[config.mk]
export PLATFORM = sky130hd
export DESIGN_NAME = mdio_rd_master
export DESIGN_NICKNAME = d
export VERILOG_FILES = /design/src/rtl/mdio_pkg.sv /design/src/rtl/mdio_clkgen.sv /design/src/rtl/mdio_seq.sv /design/src/rtl/mdio_rd_master.sv
export SDC_FILE = /design/constraint.sdc
export NUM_CORES = 1
export LEC_CHECK = 0
export BUFFER_PORTS_ARGS = -buffer_cell sky130_fd_sc_hd__buf_2
export CAP_MARGIN = 10
export CELL_PAD_IN_SITES_DETAIL_PLACEMENT = 0
export CELL_PAD_IN_SITES_GLOBAL_PLACEMENT = 2
export CORE_MARGIN = 5
export CORE_UTILIZATION = 40
export CTS_CLUSTER_DIAMETER = 100
export DETAILED_ROUTE_END_ITERATION = 8
export PLACE_DENSITY = 0.95
export REMOVE_ABC_BUFFERS = 1
export SYNTH_ARGS = -nofsm -noshare
export SYNTH_HDL_FRONTEND = slang
export SYNTH_SLANG_ARGS = --single-unit
export TNS_END_PERCENT = 30
[constraint.sdc]
create_clock -name clk -period 3.95 [get_ports clk]
set_input_delay 0.1975 -clock clk [delete_from_list [all_inputs] [get_ports clk]]
set_output_delay 0.1975 -clock clk [all_outputs]
set_load 0.01 [all_outputs]
[src/rtl/mdio_pkg.sv]
package mdio_pkg;
    localparam int CNT_W   = 4;
    localparam int RATIO_W = 5;

    function automatic logic [RATIO_W-1:0] div_ratio(input logic [2:0] code);
        logic [RATIO_W-1:0] r;
        case (code)
            3'd0, 3'd1: r = 5'd4;
            3'd2:       r = 5'd6;
            3'd3:       r = 5'd8;
            3'd4:       r = 5'd10;
            3'd5:       r = 5'd14;
            3'd6:       r = 5'd20;
            default:    r = 5'd28;
        endcase
        return r;
    endfunction

    function automatic logic [CNT_W-1:0] half_minus1(input logic [2:0] code);
        logic [RATIO_W-1:0] r;
        r = div_ratio(code);
        return r[RATIO_W-1:1] - 1'b1;
    endfunction
endpackage

[src/rtl/mdio_clkgen.sv]
module mdio_clkgen
    import mdio_pkg::*;
(
    input  logic             clk,
    input  logic             rst_n,
    input  logic             run,
    input  logic             clr,
    input  logic [CNT_W-1:0] half_m1,
    output logic             mdc,
    output logic             rise,
    output logic             fall
);
    typedef struct packed {
        logic [CNT_W-1:0] cnt;
        logic             mdc;
    } gen_t;

    gen_t q, d;

    always_comb begin
        d    = q;
        rise = 1'b0;
        fall = 1'b0;
        if (clr || !run) begin
            d.cnt = '0;
            d.mdc = 1'b0;
        end else if (q.cnt == half_m1) begin
            d.cnt = '0;
            d.mdc = !q.mdc;
            rise  = !q.mdc;
            fall  = q.mdc;
        end else begin
            d.cnt = q.cnt + 1'b1;
        end
    end

    always_ff @(posedge clk or negedge rst_n) begin
        if (!rst_n) q <= '0;
        else        q <= d;
    end

    assign mdc = q.mdc;


    half_high_chk: assert property (@(posedge clk) disable iff (!rst_n)
        (run && !clr && rise) |=> (mdc && q.cnt == '0));
endmodule

[src/rtl/mdio_seq.sv]
module mdio_seq
    import mdio_pkg::*;
#(
    parameter int PRE_LEN = 32,
    parameter int ADDR_W  = 5,
    parameter int DATA_W  = 16
) (
    input  logic              clk,
    input  logic              rst_n,
    input  logic [2:0]        cfg_clk_sel,
    input  logic              cfg_no_pre,
    input  logic              cfg_soft_rst,
    input  logic              cmd_read,
    input  logic              cmd_scan,
    input  logic [ADDR_W-1:0] phy_addr,
    input  logic [ADDR_W-1:0] reg_addr,
    input  logic              rise,
    input  logic              fall,
    input  logic              mdio_in,
    output logic              active,
    output logic              scanning,
    output logic              not_valid,
    output logic [CNT_W-1:0]  half_m1,
    output logic [DATA_W-1:0] rd_data,
    output logic              mdio_out,
    output logic              mdio_oe
);
    localparam int HDR_LEN    = 4 + 2 * ADDR_W;
    localparam int FRAME_LEN  = PRE_LEN + HDR_LEN + 2 + DATA_W;
    localparam int IDX_W      = $clog2(FRAME_LEN);
    localparam int DRIVE_END  = PRE_LEN + HDR_LEN;
    localparam int DATA_START = DRIVE_END + 2;
    localparam logic [IDX_W-1:0] LAST_IDX = IDX_W'(FRAME_LEN - 1);
    localparam logic [IDX_W-1:0] PRE_IDX  = IDX_W'(PRE_LEN);

    typedef struct packed {
        logic              active;
        logic              scan;
        logic              nvalid;
        logic              no_pre;
        logic [IDX_W-1:0]  idx;
        logic [ADDR_W-1:0] phy;
        logic [ADDR_W-1:0] rga;
        logic [CNT_W-1:0]  half_m1;
        logic [DATA_W-1:0] shreg;
        logic [DATA_W-1:0] rdata;
    } seq_t;

    seq_t q, d;
    logic start_ok;
    int   k;

    assign start_ok = (cmd_read || cmd_scan) && (phy_addr != '0);

    always_comb begin
        d = q;
        if (cfg_soft_rst) begin
            d.active = 1'b0;
            d.scan   = 1'b0;
            d.nvalid = 1'b1;
            d.idx    = '0;
            d.rdata  = '0;
        end else if (!q.active) begin
            if (start_ok) begin
                d.active  = 1'b1;
                d.scan    = cmd_scan;
                d.nvalid  = 1'b1;
                d.no_pre  = cfg_no_pre;
                d.idx     = cfg_no_pre ? PRE_IDX : '0;
                d.phy     = phy_addr;
                d.rga     = reg_addr;
                d.half_m1 = half_minus1(cfg_clk_sel);
            end
        end else begin
            if (rise && int'(q.idx) >= DATA_START)
                d.shreg = {q.shreg[DATA_W-2:0], mdio_in};
            if (fall) begin
                if (q.idx == LAST_IDX) begin
                    d.rdata  = q.shreg;
                    d.nvalid = 1'b0;
                    if (q.scan && cmd_scan) begin
                        d.idx = q.no_pre ? PRE_IDX : '0;
                    end else begin
                        d.active = 1'b0;
                        d.scan   = 1'b0;
                    end
                end else begin
                    d.idx = q.idx + 1'b1;
                end
            end
        end
    end

    always_ff @(posedge clk or negedge rst_n) begin
        if (!rst_n) begin
            q        <= '0;
            q.nvalid <= 1'b1;
        end else begin
            q <= d;
        end
    end

    always_comb begin
        k        = int'(q.idx) - PRE_LEN;
        mdio_out = 1'b0;
        mdio_oe  = q.active && (int'(q.idx) < DRIVE_END);
        if (q.active) begin
            if (k < 0)                 mdio_out = 1'b1;
            else if (k == 1 || k == 2) mdio_out = 1'b1;
            else if (k >= 4 && k < 4 + ADDR_W)
                mdio_out = q.phy[ADDR_W + 3 - k];
            else if (k >= 4 + ADDR_W && k < HDR_LEN)
                mdio_out = q.rga[HDR_LEN - 1 - k];
        end
    end

    assign active    = q.active;
    assign scanning  = q.scan;
    assign not_valid = q.nvalid;
    assign half_m1   = q.half_m1;
    assign rd_data   = q.rdata;


    released_on_capture_chk: assert property (@(posedge clk) disable iff (!rst_n)
        (q.active && rise && int'(q.idx) >= DATA_START) |-> !mdio_oe);

    valid_after_done_chk: assert property (@(posedge clk) disable iff (!rst_n)
        (q.active && fall && q.idx == LAST_IDX && !cfg_soft_rst) |=> !not_valid);
endmodule

[src/rtl/mdio_rd_master.sv]
module mdio_rd_master
    import mdio_pkg::*;
#(
    parameter int PRE_LEN = 32,
    parameter int ADDR_W  = 5,
    parameter int DATA_W  = 16
) (
    input  logic              clk,
    input  logic              rst_n,
    input  logic [2:0]        cfg_clk_sel,
    input  logic              cfg_no_pre,
    input  logic              cfg_soft_rst,
    input  logic              cmd_read,
    input  logic              cmd_scan,
    input  logic [ADDR_W-1:0] phy_addr,
    input  logic [ADDR_W-1:0] reg_addr,
    output logic              mdc,
    output logic              mdio_out,
    output logic              mdio_oe,
    input  logic              mdio_in,
    output logic              stat_busy,
    output logic              stat_scanning,
    output logic              stat_not_valid,
    output logic [DATA_W-1:0] rd_data
);
    logic             run, rise_s, fall_s;
    logic [CNT_W-1:0] half_m1;

    mdio_clkgen u_clk (
        .clk     (clk),
        .rst_n   (rst_n),
        .run     (run),
        .clr     (cfg_soft_rst),
        .half_m1 (half_m1),
        .mdc     (mdc),
        .rise    (rise_s),
        .fall    (fall_s)
    );

    mdio_seq #(.PRE_LEN(PRE_LEN), .ADDR_W(ADDR_W), .DATA_W(DATA_W)) u_seq (
        .clk          (clk),
        .rst_n        (rst_n),
        .cfg_clk_sel  (cfg_clk_sel),
        .cfg_no_pre   (cfg_no_pre),
        .cfg_soft_rst (cfg_soft_rst),
        .cmd_read     (cmd_read),
        .cmd_scan     (cmd_scan),
        .phy_addr     (phy_addr),
        .reg_addr     (reg_addr),
        .rise         (rise_s),
        .fall         (fall_s),
        .mdio_in      (mdio_in),
        .active       (run),
        .scanning     (stat_scanning),
        .not_valid    (stat_not_valid),
        .half_m1      (half_m1),
        .rd_data      (rd_data),
        .mdio_out     (mdio_out),
        .mdio_oe      (mdio_oe)
    );

    assign stat_busy = run;


    idle_clock_low_chk: assert property (@(posedge clk) disable iff (!rst_n)
        !stat_busy |-> !mdc);

    scan_implies_busy_chk: assert property (@(posedge clk) disable iff (!rst_n)
        stat_scanning |-> stat_busy);

    soft_reset_idle_chk: assert property (@(posedge clk) disable iff (!rst_n)
        cfg_soft_rst |=> (!stat_busy && !mdc && stat_not_valid));

    drive_on_fall_chk: assert property (@(posedge clk) disable iff (!rst_n)
        (stat_busy && $past(stat_busy) &&
         (mdio_out != $past(mdio_out) || mdio_oe != $past(mdio_oe))) |-> $fell(mdc));

    capture_on_fall_chk: assert property (@(posedge clk) disable iff (!rst_n)
        (rd_data != $past(rd_data) && !$past(cfg_soft_rst)) |-> $fell(mdc));
endmodule

; Yosys cells after proc, flatten, opt, wreduce, memory -nomap -nowiden
; Index checks and enable logic that the tools add are counted.
[totals]
inputBits = 20
out_inout_bits = 22
word_cells = 107
register_bits = 61
[classes]
n_lt_le_gt_ge = 9
n_eq_ne = 14
n_mux = 39
n_addsub = 6
bitwise = 2
n_reduce_logical = 25
[op_table]
columns = operator, n
row1 = less-than comparator 32 x 5 -> 1 bit (second input constant), 4
row2 = two-way mux 16 bit, 4
row3 = subtractor 5 x 32 -> 32 bit (first input constant), 2
row4 = two-way mux 6 bit, 7
row5 = == test 32 x 2 -> 1 bit (second input constant), 1
row6 = == test 32 x 3 -> 1 bit (second input constant), 1
row7 = greater-or-equal comparator 32 x 4 -> 1 bit (second input constant), 1
row8 = greater-or-equal comparator 32 x 5 -> 1 bit (second input constant), 1
row9 = less-than comparator 32 x 1 -> 1 bit (second input constant), 1
row10 = case mux 5 bit (6 select lines), 1
row11 = two-way mux 24 bit, 1
row12 = two-way mux 5 bit, 4
row13 = AND reduction 3 bit, 5
row14 = two-way mux 1 bit, 14
row15 = two-way mux 3 bit, 4
row16 = == test 3 bit (second input constant), 3
row17 = inequality test 3 bit (second input constant), 3
row18 = nonzero test 2 bit, 4
row19 = subtractor 6 x 6 -> 7 bit (second input constant), 1
row20 = adder 6 x 1 -> 6 bit (second input constant), 1
row21 = binary-select mux 1 bit (select 3 bit), 2
row22 = == test 3 x 2 -> 1 bit (second input constant), 2
row23 = == test 6 bit (second input constant), 1
row24 = greater-or-equal comparator 6 bit (second input constant), 1
row25 = other kinds (17), 26

; Depth between registers and ports, before layout
[logic_depth]
depth_word = 10
depth_mapped = 8
ltp_nobuf = 7

; By module
; From an unflattened synthesis, not the netlist that was laid out.
[unflattened]
cells_unflattened = 264
area_unflattened_um2 = 3149.3
[by_module_without_submodules]
columns = module, area_per_inst_um2, instances, cells_per_inst, seq_area_each_um2
row1 = mdio_seq, 2860.2, 1, 238, 1402.6
row2 = mdio_clkgen, 289.0, 1, 26, 125.1

; Worst setup path after synthesis
; No wires, ideal clock.
[synth_timing]
path_kind = reg2out
startpoint = reg u_seq.q[46] in the netlist's numbering
endpoint = out mdio_out
setup_slack_ns = 1.875
t_arrival_ns = 1.878
n_path_buf = 1
path_stages_with_launch = 9
required_ns = 3.753
path_cell_list = dfrtp_1 -> clkbuf_1 -> inv_1 -> ha_1 -> xor2_1 -> a21oi_1 -> a211oi_1 -> a31oi_1 -> o31ai_1
[synth_between]
elab_chain_len = 10
elab_cells_between_ends = 24
classes_between = add/sub: 3 / order compare: 5 / eq/ne: 2 / mux: 11 / reduce/logical: 3
[synth_rtl]
columns = element, line
row1 = "start, declared", mdio_seq.sv:49  ; seq_t q, d;
row2 = subtractor 6 x 6 -> 7 bit *, mdio_seq.sv:104  ; k = int'(q.idx) - PRE_LEN;
row3 = subtractor 5 x 32 -> 32 bit, mdio_seq.sv:113  ; mdio_out = q.rga[HDR_LEN - 1 - k];
row4 = binary-select mux 1 bit (select 3 bit), mdio_seq.sv:113
row5 = two-way mux 1 bit (implied by the code) (2 in series), mdio_seq.sv:113
row6 = two-way mux 1 bit, mdio_seq.sv:112  ; else if (k >= 4 + ADDR_W && k < HDR_LEN)
row7 = two-way mux 1 bit, mdio_seq.sv:110  ; else if (k >= 4 && k < 4 + ADDR_W)
row8 = two-way mux 1 bit, mdio_seq.sv:109  ; else if (k == 1 || k == 2) mdio_out = 1'b1;
row9 = two-way mux 1 bit *, mdio_seq.sv:108  ; if (k < 0) mdio_out = 1'b1;
row10 = two-way mux 1 bit *, mdio_seq.sv:107  ; if (q.active) begin
row11 = "end, declared", mdio_rd_master.sv:18  ; output logic mdio_out,
; Mark *: on every way between the ends. The rest lies on a longest branch, timed or not. The select of a mux whose other input is x is not followed.

; Worst setup path in the final report
; Same ends and word-level chain as after synthesis.

==> results_dict.tcl <==
set metrics [dict create \
    rr_worst_depth 6 \
    wl_met2_um 2900 \
    grt_pass1_vias 2159 \
    wl_met3_um 158 \
    firstDrtPassIters 4 \
    dieArea_sq_mm 0.00957 \
    r2r-start "u_seq.q[46]$_DFFE_PN0P_" \
    dp_cells 413 \
    grt_usage_pct 13.5 \
    clk_latency_ps 340 \
    ys_top_cells_by_count "60 x dfrtp_1, 56 x nand2_1, 27 x nor2_1" \
    cts.clk_slew.worst_paths_ps 70 \
    hold_class "in2reg" \
    setup_viol 0 \
    viasPerCell 5.00 \
    criticalPathCategory "reg2out" \
    ys_seq_elements 61 \
    synthFlopType "dfrtp_1" \
    ios 42 \
    post_cts_resized 0 \
    start_util_pct 40.6 \
    synth_edf_count 0 \
    syn_inst 294 \
    num_vias 2150 \
    seq_area_frac_synth_pct 49.5 \
    fin_crit_ps 2590 \
    post_drt_wl_per_cell_um 14.0 \
    netlist.area_leader.share_pct 48.7 \
    io_buffers 41 \
    required_ps 3750 \
    grt_pass1_wl_um 10500 \
    drcViolationCount 0 \
    syn_avg_cell_area_sq_um 10.5 \
    ant_nets 0 \
    place_hpwl_um 4220 \
    synth_warnings 0 \
    clockRootBuffer "clkbuf_8" \
    nFillCells 755 \
    diodes 0 \
    yosys.area.top_type "dfrtp_1" \
    die_height_um 97.8 \
    r2r-end "u_seq.rd_data[1]$_DFFE_PN0P_" \
    fmax_ghz 0.387 \
    clk_path_buf_depth 2 \
    setup_tns_ps 0 \
    cts_inserted_buffers 9 \
    drt_wl_total_um 6040 \
    powerDensity_mw_per_mm2 412 \
    hold_violations 0 \
    cts_tree "built" \
    drtIter0Drc 88 \
    worstSetupStartpointType "flip-flop" \
    instances_no_fill 430 \
    nets 352 \
    period_share_pct 65.5 \
    layout-drive-gt1-share_pct 25.6 \
    ir_worst_vdd_uv 188 \
    power.total_mw 1.44 \
    synth_area_leaders "dfrtp_1 49%, mux2i_1 6.8%, nand2_1 6.8%, mux2_4 4.9%, buf_4 4.1%" \
    maxUsedRoutingLayer "met4" \
    overflow 0 \
    rsz0062_at_grt "no" \
    worstPathArrival_ps 2390 \
    min_from "reg_addr[1]" \
    clock_sinks 61 \
    cts-htree-levels 3 \
    hold_depth 3 \
    ys_types 45 \
    gp_congestion 0.848 \
    end_kind "output port" \
    antenna_found_initial 0 \
    post-synth-top-count-cell "dfrtp_1" \
    cp_max_fo 11 \
    area_growth_pct 13.1 \
    cap_violations 0 \
    status "finished clean" \
    rrSetupSlack_ps 1890 \
    grt_max_degree 41 \
    drt-met1-wl_um 2880 \
    async_flop_share_pct 100 \
    fin_skew_ps 9.25 \
    worstHoldEndpoint "u_seq.q[37]$_DFFE_PN0P_" \
    p_leak_nw 1.73 \
    worst_pin_slew_ps 866 \
    slew_viol_final 0 \
    slew-limit-headroom_pct 42.3 \
    num_rows 32 \
    core-area_sq_mm 0.00761 \
    die_width_um 97.8 \
    synth_area_sq_mm 0.00309 \
]
-- how the worst max path moves through the flow --
stage / start / cells past startpoint / slack, ps / endpoint
6_report: u_seq.q[46]$_DFFE_PN0P_ / 8 / 1360 / mdio_out
5_1_grt: u_seq.q[46]$_DFFE_PN0P_ / 8 / 1190 / mdio_out
4_1_cts: u_seq.q[46]$_DFFE_PN0P_ / 8 / 1340 / mdio_out
3_5_place_dp: u_seq.q[46]$_DFFE_PN0P_ / 8 / 1750 / mdio_out
3_3_place_gp: u_seq.q[46]$_DFFE_PN0P_ / 8 / 1820 / mdio_out
2_1_floorplan: u_seq.q[46]$_DFFE_PN0P_ / 5 / 240 / u_seq.rd_data[0]$_DFFE_PN0P_
-- cells in the final DEF (no fill, tap or decap), types with 3 or more instances in the layout --
| master | synthesis | final |
|---|---|---|
| ha_1 | 9 | 9 |
| mux2_2 | 7 | 7 |
| o21ai_0 | 12 | 12 |
| nor3_1 | 3 | 3 |
| mux2i_1 | 21 | 21 |
| buf_4 | 17 | 3 |
| dfrtp_1 | 60 | 60 |
| inv_1 | 5 | 5 |
| nand2b_1 | 3 | 3 |
| clkbuf_8 | 0 | 9 |
| a21oi_1 | 6 | 6 |
| xor2_1 | 3 | 3 |
| nand3_1 | 7 | 7 |
| xnor2_1 | 5 | 5 |
| a31oi_1 | 4 | 4 |
| mux2_4 | 10 | 10 |
| nand2_1 | 56 | 56 |
| buf_2 | 1 | 41 |
| nor2_1 | 27 | 27 |
-- what timing repair did --
action,in CTS,in global routing
endpoints found under the setup margin,0,0
hold buffers,1,0
buffers inserted,0,0
endpoints found under the hold margin,21,0
-- metal layers --
layer	vias up	track usage (%)
li1	1040	-
met1	1071	17.5
met2	30	21.6
met3	9	3.43
met4	0	5.75
met5	-	0
-- critical path, stage by stage (launching register included) --
cell	delay [ps]
dfrtp_1	600
inv_1	210
ha_1	280
xor2_1	240
a21oi_1	80
a211oi_1	220
a31oi_1	70
o31ai_1	190
buf_2	170
-- logic make-up after synthesis --
kind of cell | synth area share (%)
xor gates and xnor gates | 2.80
buffers and inverters | 6.77
and+or+nand+nor | 14.9
adders and majority gates | 3.65
AOI/OAI and AO/OA | 8.11
muxes | 14.2
DFF | 49.5
-- sequential cells by signal, summed over array words and instances, names as in the netlist --
name,cells
u_seq.q,33
u_seq.rd_data,16
u_clk.q,4
u_seq.half_m1,4
u_clk.mdc,1
u_seq.active,1
u_seq.not_valid,1
u_seq.scanning,1
-- metrics by stage --
stage | utilization (%) | cell area, sq um | setup WS, ps | hold WS [ps]
floorplan | - | 2900 | 238 | -98.1
CTS | 45.9 | 3490 | 1340 | 24.8
finish | 45.9 | 3490 | 1360 | 39.1
detailed placement | 42.8 | 3260 | 1750 | 370
global placement | 42.8 | 3260 | 1820 | 363
global route | 45.9 | 3490 | 1190 | 22.7
-- power breakdown --
part / internal, mW / switching, mW / total (mW)
sequential: 0.658 / 0.0256 / 0.683
clock: 0.358 / 0.260 / 0.618
combinational: 0.0541 / 0.0815 / 0.136
total: 1.07 / 0.367 / 1.44
-- final cells by class --
class | count | area (sq um) | share of cell area [%]
Clock buffer | 9 | 124 | 3.55
Tap cell | 102 | 128 | 3.66
Clock inverter | 7 | 98.8 | 2.83
Multi-Input combinational cell | 201 | 1360 | 38.8
Inverter | 5 | 18.8 | 0.538
Timing Repair Buffer | 45 | 238 | 6.81
Sequential cell | 61 | 1530 | 43.8
Power figures use the tool's default switching activity.
